$ cat src/rtl/gid_pkg.sv
package gid_pkg;
    localparam int ADDR_W = 3;

    typedef enum logic [ADDR_W-1:0] {
        SEL_SENSE  = 3'd0,
        SEL_BOTH   = 3'd1,
        SEL_POL    = 3'd2,
        SEL_MASK   = 3'd3,
        SEL_RAW    = 3'd4,
        SEL_MASKED = 3'd5,
        SEL_CLEAR  = 3'd6,
        SEL_SPARE  = 3'd7
    } reg_sel_e;
endpackage

$ cat src/rtl/gid_cfg_regs.sv
module gid_cfg_regs
    import gid_pkg::*;
#(
    parameter int NPINS = 8
) (
    input  logic              clk,
    input  logic              rst_n,
    input  logic              wr_en,
    input  logic [ADDR_W-1:0] wr_addr,
    input  logic [NPINS-1:0]  wr_data,
    output logic [NPINS-1:0]  sense_q,
    output logic [NPINS-1:0]  both_q,
    output logic [NPINS-1:0]  pol_q,
    output logic [NPINS-1:0]  mask_q
);
    always_ff @(posedge clk or negedge rst_n) begin
        if (!rst_n) begin
            sense_q <= '0;
            both_q  <= '0;
            pol_q   <= '0;
            mask_q  <= '0;
        end else if (wr_en) begin
            case (reg_sel_e'(wr_addr))
                SEL_SENSE: sense_q <= wr_data;
                SEL_BOTH:  both_q  <= wr_data;
                SEL_POL:   pol_q   <= wr_data;
                SEL_MASK:  mask_q  <= wr_data;
                default: ;
            endcase
        end
    end
endmodule

$ cat src/rtl/gid_event_detect.sv
module gid_event_detect #(
    parameter int NPINS = 8
) (
    input  logic             clk,
    input  logic             rst_n,
    input  logic [NPINS-1:0] pin_in,
    input  logic [NPINS-1:0] pin_dir,
    input  logic [NPINS-1:0] sense_q,
    input  logic [NPINS-1:0] both_q,
    input  logic [NPINS-1:0] pol_q,
    output logic [NPINS-1:0] evt
);
    logic [NPINS-1:0] prev_q;

    always_ff @(posedge clk or negedge rst_n) begin
        if (!rst_n) prev_q <= '0;
        else        prev_q <= pin_in;
    end

    for (genvar g = 0; g < NPINS; g++) begin : g_pin
        logic changed;
        logic at_pol;
        logic edge_hit;
        always_comb begin
            changed  = (pin_in[g] ^ prev_q[g]) & ~pin_dir[g];
            at_pol   = (pin_in[g] == pol_q[g]);
            edge_hit = changed & (both_q[g] | at_pol);
            evt[g]   = sense_q[g] ? at_pol : edge_hit;
        end
    end
endmodule

$ cat src/rtl/gid_status.sv
module gid_status #(
    parameter int NPINS = 8
) (
    input  logic             clk,
    input  logic             rst_n,
    input  logic [NPINS-1:0] evt,
    input  logic             clr_en,
    input  logic [NPINS-1:0] clr_bits,
    output logic [NPINS-1:0] raw_q
);
    logic [NPINS-1:0] clr_vec;

    always_comb clr_vec = clr_en ? clr_bits : '0;

    always_ff @(posedge clk or negedge rst_n) begin
        if (!rst_n) raw_q <= '0;
        else        raw_q <= (raw_q & ~clr_vec) | evt;
    end
endmodule

$ cat src/rtl/gid_irq_top.sv
module gid_irq_top
    import gid_pkg::*;
#(
    parameter int NPINS = 8
) (
    input  logic              clk,
    input  logic              rst_n,
    input  logic [NPINS-1:0]  pin_in,
    input  logic [NPINS-1:0]  pin_dir,
    input  logic              wr_en,
    input  logic [ADDR_W-1:0] wr_addr,
    input  logic [NPINS-1:0]  wr_data,
    input  logic [ADDR_W-1:0] rd_addr,
    output logic [NPINS-1:0]  rd_data,
    output logic              irq
);
    logic [NPINS-1:0] sense_q;
    logic [NPINS-1:0] both_q;
    logic [NPINS-1:0] pol_q;
    logic [NPINS-1:0] mask_q;
    logic [NPINS-1:0] evt;
    logic [NPINS-1:0] raw_q;
    logic [NPINS-1:0] masked;
    logic             clr_en;

    gid_cfg_regs #(.NPINS(NPINS)) cfg_i (
        .clk(clk), .rst_n(rst_n), .wr_en(wr_en), .wr_addr(wr_addr),
        .wr_data(wr_data), .sense_q(sense_q), .both_q(both_q),
        .pol_q(pol_q), .mask_q(mask_q)
    );

    gid_event_detect #(.NPINS(NPINS)) det_i (
        .clk(clk), .rst_n(rst_n), .pin_in(pin_in), .pin_dir(pin_dir),
        .sense_q(sense_q), .both_q(both_q), .pol_q(pol_q), .evt(evt)
    );

    always_comb clr_en = wr_en && (reg_sel_e'(wr_addr) == SEL_CLEAR);

    gid_status #(.NPINS(NPINS)) sts_i (
        .clk(clk), .rst_n(rst_n), .evt(evt), .clr_en(clr_en),
        .clr_bits(wr_data), .raw_q(raw_q)
    );

    always_comb begin
        masked = raw_q & mask_q;
        irq    = |masked;
    end

    always_comb begin
        case (reg_sel_e'(rd_addr))
            SEL_SENSE:  rd_data = sense_q;
            SEL_BOTH:   rd_data = both_q;
            SEL_POL:    rd_data = pol_q;
            SEL_MASK:   rd_data = mask_q;
            SEL_RAW:    rd_data = raw_q;
            SEL_MASKED: rd_data = masked;
            default:    rd_data = '0;
        endcase
    end
endmodule

$ cat config.mk
export PLATFORM = sky130hd
export DESIGN_NAME = gid_irq_top
export DESIGN_NICKNAME = d
export VERILOG_FILES = /design/src/rtl/gid_pkg.sv /design/src/rtl/gid_cfg_regs.sv /design/src/rtl/gid_event_detect.sv /design/src/rtl/gid_status.sv /design/src/rtl/gid_irq_top.sv
export SDC_FILE = /design/constraint.sdc
export NUM_CORES = 1
export LEC_CHECK = 0
export ABC_AREA = 1
export BUFFER_PORTS_ARGS = -buffer_cell sky130_fd_sc_hd__buf_4
export CELL_PAD_IN_SITES_DETAIL_PLACEMENT = 1
export CELL_PAD_IN_SITES_GLOBAL_PLACEMENT = 1
export CORE_ASPECT_RATIO = 1.75
export CORE_MARGIN = 2
export CORE_UTILIZATION = 45
export CTS_BUF_LIST = sky130_fd_sc_hd__clkbuf_8 sky130_fd_sc_hd__clkbuf_16
export CTS_CLUSTER_DIAMETER = 120
export CTS_CLUSTER_SIZE = 14
export DETAILED_ROUTE_END_ITERATION = 10
export PLACE_DENSITY_LB_ADDON = 0.1
export SLEW_MARGIN = 20
export SYNTH_ARGS = -nofsm -noshare
export SYNTH_HDL_FRONTEND = slang
export SYNTH_SLANG_ARGS = --single-unit
$ cat constraint.sdc
create_clock -name clk -period 2.3 [get_ports clk]
set_clock_uncertainty 0.2 [all_clocks]
set_input_delay 0.345 -clock clk [delete_from_list [all_inputs] [get_ports clk]]
set_output_delay 0.345 -clock clk [all_outputs]
set_load 0.005 [all_outputs]
Yosys cells after proc, flatten, opt, wreduce, memory -nomap -nowiden --
Cells that the tools add are included.
Storage, ports and cells: word-level logic and storage cells 85, register bits after elaboration 48, bits of input ports 33, output and inout bits 9
Operators by class: muxes and demuxes 10, equality and inequality tests 17, reduce and logical (&&, ||, !) cells 8, bitwise logic cells 44
Operator list (count):
- 8-bit case mux with 6 select lines | 1
- 1-bit AND | 16
- 8-bit AND | 2
- 3-bit by 2-bit == test with 1-bit output, second input constant | 4
- 3-bit == test, second input constant | 3
- 1-bit == test | 8
- 1-bit 2-to-1 mux | 8
- 8-bit 2-to-1 mux | 1
- 1-bit NOT | 8
- 8-bit NOT | 1
- 1-bit bitwise OR | 8
- 8-bit bitwise OR | 1
- 2-bit AND reduction | 4
- 8-bit OR reduction | 1
- 1-bit bitwise XOR | 8
- 3-bit by 1-bit == test with 1-bit output, second input constant | 2
- 3-bit zero test | 2
- 1-bit logical AND | 1

Logic depth before layout (Yosys ltp) --
word-level depth 6, mapped depth 7, mapped depth without buffers 6

Hierarchy --
From an unflattened synthesis, not the netlist that was laid out.
Second synthesis, totals: cell total of the unflattened synthesis 422, area total of the unflattened synthesis 2875.3 um2
By module, submodules not included:
- gid_cfg_regs | area each 1340.0 um2, instances 1, cells each 146, sequential area each 800.8 um2
- gid_event_detect | area each 630.6 um2, instances 1, cells each 120, sequential area each 200.2 um2
- gid_irq_top | area each 579.3 um2, instances 1, cells each 115, sequential area each 0.0 um2
- gid_status | area each 325.3 um2, instances 1, cells each 41, sequential area each 200.2 um2

Worst setup path before layout --
OpenSTA, ideal clock, no wires.
kind input to output, start point in rd_addr[0], end point out rd_data[0], arrival 1.013 ns, slack 0.742 ns, stages 7, required time 1.755 ns, path buffers 1, path through buf_2 > inv_2 > nor2_2 > nand3_1 > nand2_1 > nor2_1 > nand2_1
On the way: longest elaborated chain between the ends 2, elaborated cells on any way between the ends 7
RTL lines:
- from (decl) | line gid_irq_top.sv:13 | input logic [ADDR_W-1:0] rd_addr,
- 3-bit == test, or another cell as far along | line gid_irq_top.sv:50 | case (reg_sel_e'(rd_addr))
- 8-bit case mux with 6 select lines (*) | line gid_irq_top.sv:50
- to (decl) | line gid_irq_top.sv:14 | output logic [NPINS-1:0] rd_data,
Every way passes the cells marked *; elsewhere a longest branch is shown, timed or not.

Worst setup path in the final report --
start point in rd_addr[1], end point out rd_data[4]
Same word-level chain as after synthesis.

==> flow_summary.ini <==
[routing]
vias = 2560
drtAntennaViolNets = 0
dr.pass1.iters = 4
drt_iter0_drc = 119
drt-total-wl_um = 7670
remaining_drc_errors = 0
avgRoutedWirePerCell_um = 15.5
vias_per_cell = 5.17

[setup_path]
worstSetupStartpointType = primary input
cp_common_cell = nand2_1
endpoint_kind = primary output
r2r_slack_ps = 1200
ff2ff_path_depth = 3
critPathMaxFanout = 17
r2r-start = cfg_i.pol_q[2]
r2r_end = sts_i.raw_q[2]
critPathArrivalTime_ps = 1500
cpMaxStageDelayCell = nor3_1
critical_path_class = in -> out
max_stage_delay_ps = 410
crit_required_ps = 1750
crit_path_cell_trace = buf_4 > inv_2 > nor3_1 > nand2_1 > nand2_1 > inv_1 > nand2_1 > buf_4

[synthesis]
synth_area_sq_um = 2840
synth_warnings = 0
synth.distinct_cells = 24
post_synth.cell_area_avg_sq_um = 7.67
syn-num-nets = 403
synth_cells = 370
ys_seq_area_share_pct = 42.3
ys_ff_latch = 48

[power]
leakagePower_uw = 0.00178
pwr-share-seq_pct = 50.8
pwr-share-comb_pct = 25.2
ir_drop_mv = 0.432
clock_power_share_pct = 24.0
p_int_uw = 1450
swShare_pct = 33.0
power.density_nw_per_um2 = 655
switchingPower_uw = 717

[grt]
globalRouteMet3Util_pct = 3.61
grt_pass1_wl_um = 13000
grt_max_degree = 49
grt_overflow = 0
grt_pass1_vias = 2638
grt_use_total_pct = 24.7
use_met1_pct = 30.5
grt-busiest-layer = met2
antenna_found_initial = 0
grtUsageMet2_pct = 44.0

[clocking]
hold_buffers = 9
cts_resized = 0
cts_setup_buffers = 0
clock_latency_ps = 310
path_clk_slew_ps = 80
cts_inserted_buffers = 5
cts_sinks = 48
cts_tree = done
clockBufferDepth = 2
cts_root_buffer = clkbuf_8
htreeDepth = 2

[sta]
maxSlewViolCount = 0
rsz0062_at_grt = no
post-route-period-util_pct = 88.9
setup-tns-final_ps = 0
setup_viol = 0
worstMarginPinSlew_ps = 626
slew_headroom_pct = 58.2
period_minus_slack_ps = 2050
hold_viol_final = 0
fmax_mhz = 489

[final_layout]
multi_input_area_sq_um = 1310
fillers = 797
postLayoutCoreUtil_pct = 54.1
register_area_sq_um = 1200
final_cell_mix = 113 x nand2_1, 56 x inv_1, 48 x dfrtp_1, 41 x buf_4, 28 x nand4_1
diodes = 0
drive_gt1_share_pct = 20.7
final_common_cell = nand2_1
fin_nets = 447
syn_to_final_growth_pct = 16.9

[flow_run]
max_cap_violations = 0

[floorplanning]
die_w_um = 64.0
initial_utilization_pct = 46.2
rows = 38
dieArea_sq_um = 6980
io_pins = 42
dieHeight_um = 109
core_area_sq_um = 6130

[status]
outcome = finished, final reports clean

[min_path]
worstHoldStart = wr_data[5]
hp-class = in -> reg
min_path_cells = 4
hold_path_end = sts_i.raw_q[5]

[placement]
io_buffers = 41
gp_congestion = 0.777
hpwl_um = 5470
## worst max path at each step
stage / startpoint / to / slack (ps) / depth (start not counted)
2_1_floorplan: rd_addr[0] / rd_data[0] / 740 / 7
3_3_place_gp: rd_addr[2] / rd_data[4] / 320 / 8
3_5_place_dp: rd_addr[2] / rd_data[0] / 290 / 8
4_1_cts: rd_addr[1] / rd_data[4] / 260 / 8
5_1_grt: rd_addr[1] / rd_data[4] / 120 / 8
6_report: rd_addr[1] / rd_data[4] / 250 / 8
## metal layers
metal,part of all wire (%),wire length [um]
met1,42,3240
met2,53,4080
met3,3.0,231
met4,1.5,116
met5,0,0
## cells in the mapped netlist, drive strengths merged
cell   instances  area share [%]
a21oi          5            0.88
buf           13             3.8
dfrtp         48              42
inv           59             7.8
nand2        115              16
nand3         25             5.3
nand4         28             6.2
nor2          26             4.5
nor3           2            0.75
o21ai         40              10
or2            1            0.22
xnor2          8             2.5
## power by group through the flow
stage	Sequential [uW]	Clock (uW)	Combinational (uW)
after global routing	1120	564	635
after CTS	1100	535	559
after detailed placement	1120	0	544
after global placement	1110	0	522
final	1100	521	548
after floorplan	1070	0	368
## through the flow
stage	instances	hold slack, ps	area [sq um]	setup slack (ps)	total power [uW]
2_1_floorplan	370	-151	2840	742	1440
3_3_place_gp	478	207	3140	323	1640
3_5_place_dp	478	209	3140	286	1660
4_1_cts	495	126	3320	263	2200
6_report	495	131	3320	255	2170
5_1_grt	495	129	3320	115	2320
## critical path, delay by kind of cell
kind | cells | cell delay [ps]
AND/OR/NAND/NOR | 4 | 680
buffers and inverters | 4 | 460
## sequential cells by signal (all words and copies together) (netlist names)
signal	cells
cfg_i.pol_q	8
cfg_i.both_q	8
cfg_i.sense_q	8
sts_i.raw_q	8
det_i.prev_q	8
cfg_i.mask_q	8
## area by class of cell
cell class	instances	share of cell area [%]
multi-input cells	250	39.4
flip-flops and latches	48	36.2
repair buffers	50	12.0
inverters	59	6.68
well taps	80	3.02
clock buffers	6	2.49
clock inverters	2	0.226
## cells by family after synthesis
kind of cell / Yosys count / synth area share, %
flops: 48 / 42.3
compound gates: 45 / 11.1
xor+xnor: 8 / 2.47
buf+inv: 72 / 11.6
simple gates: 197 / 32.5
Power figures use the tool's default switching activity.
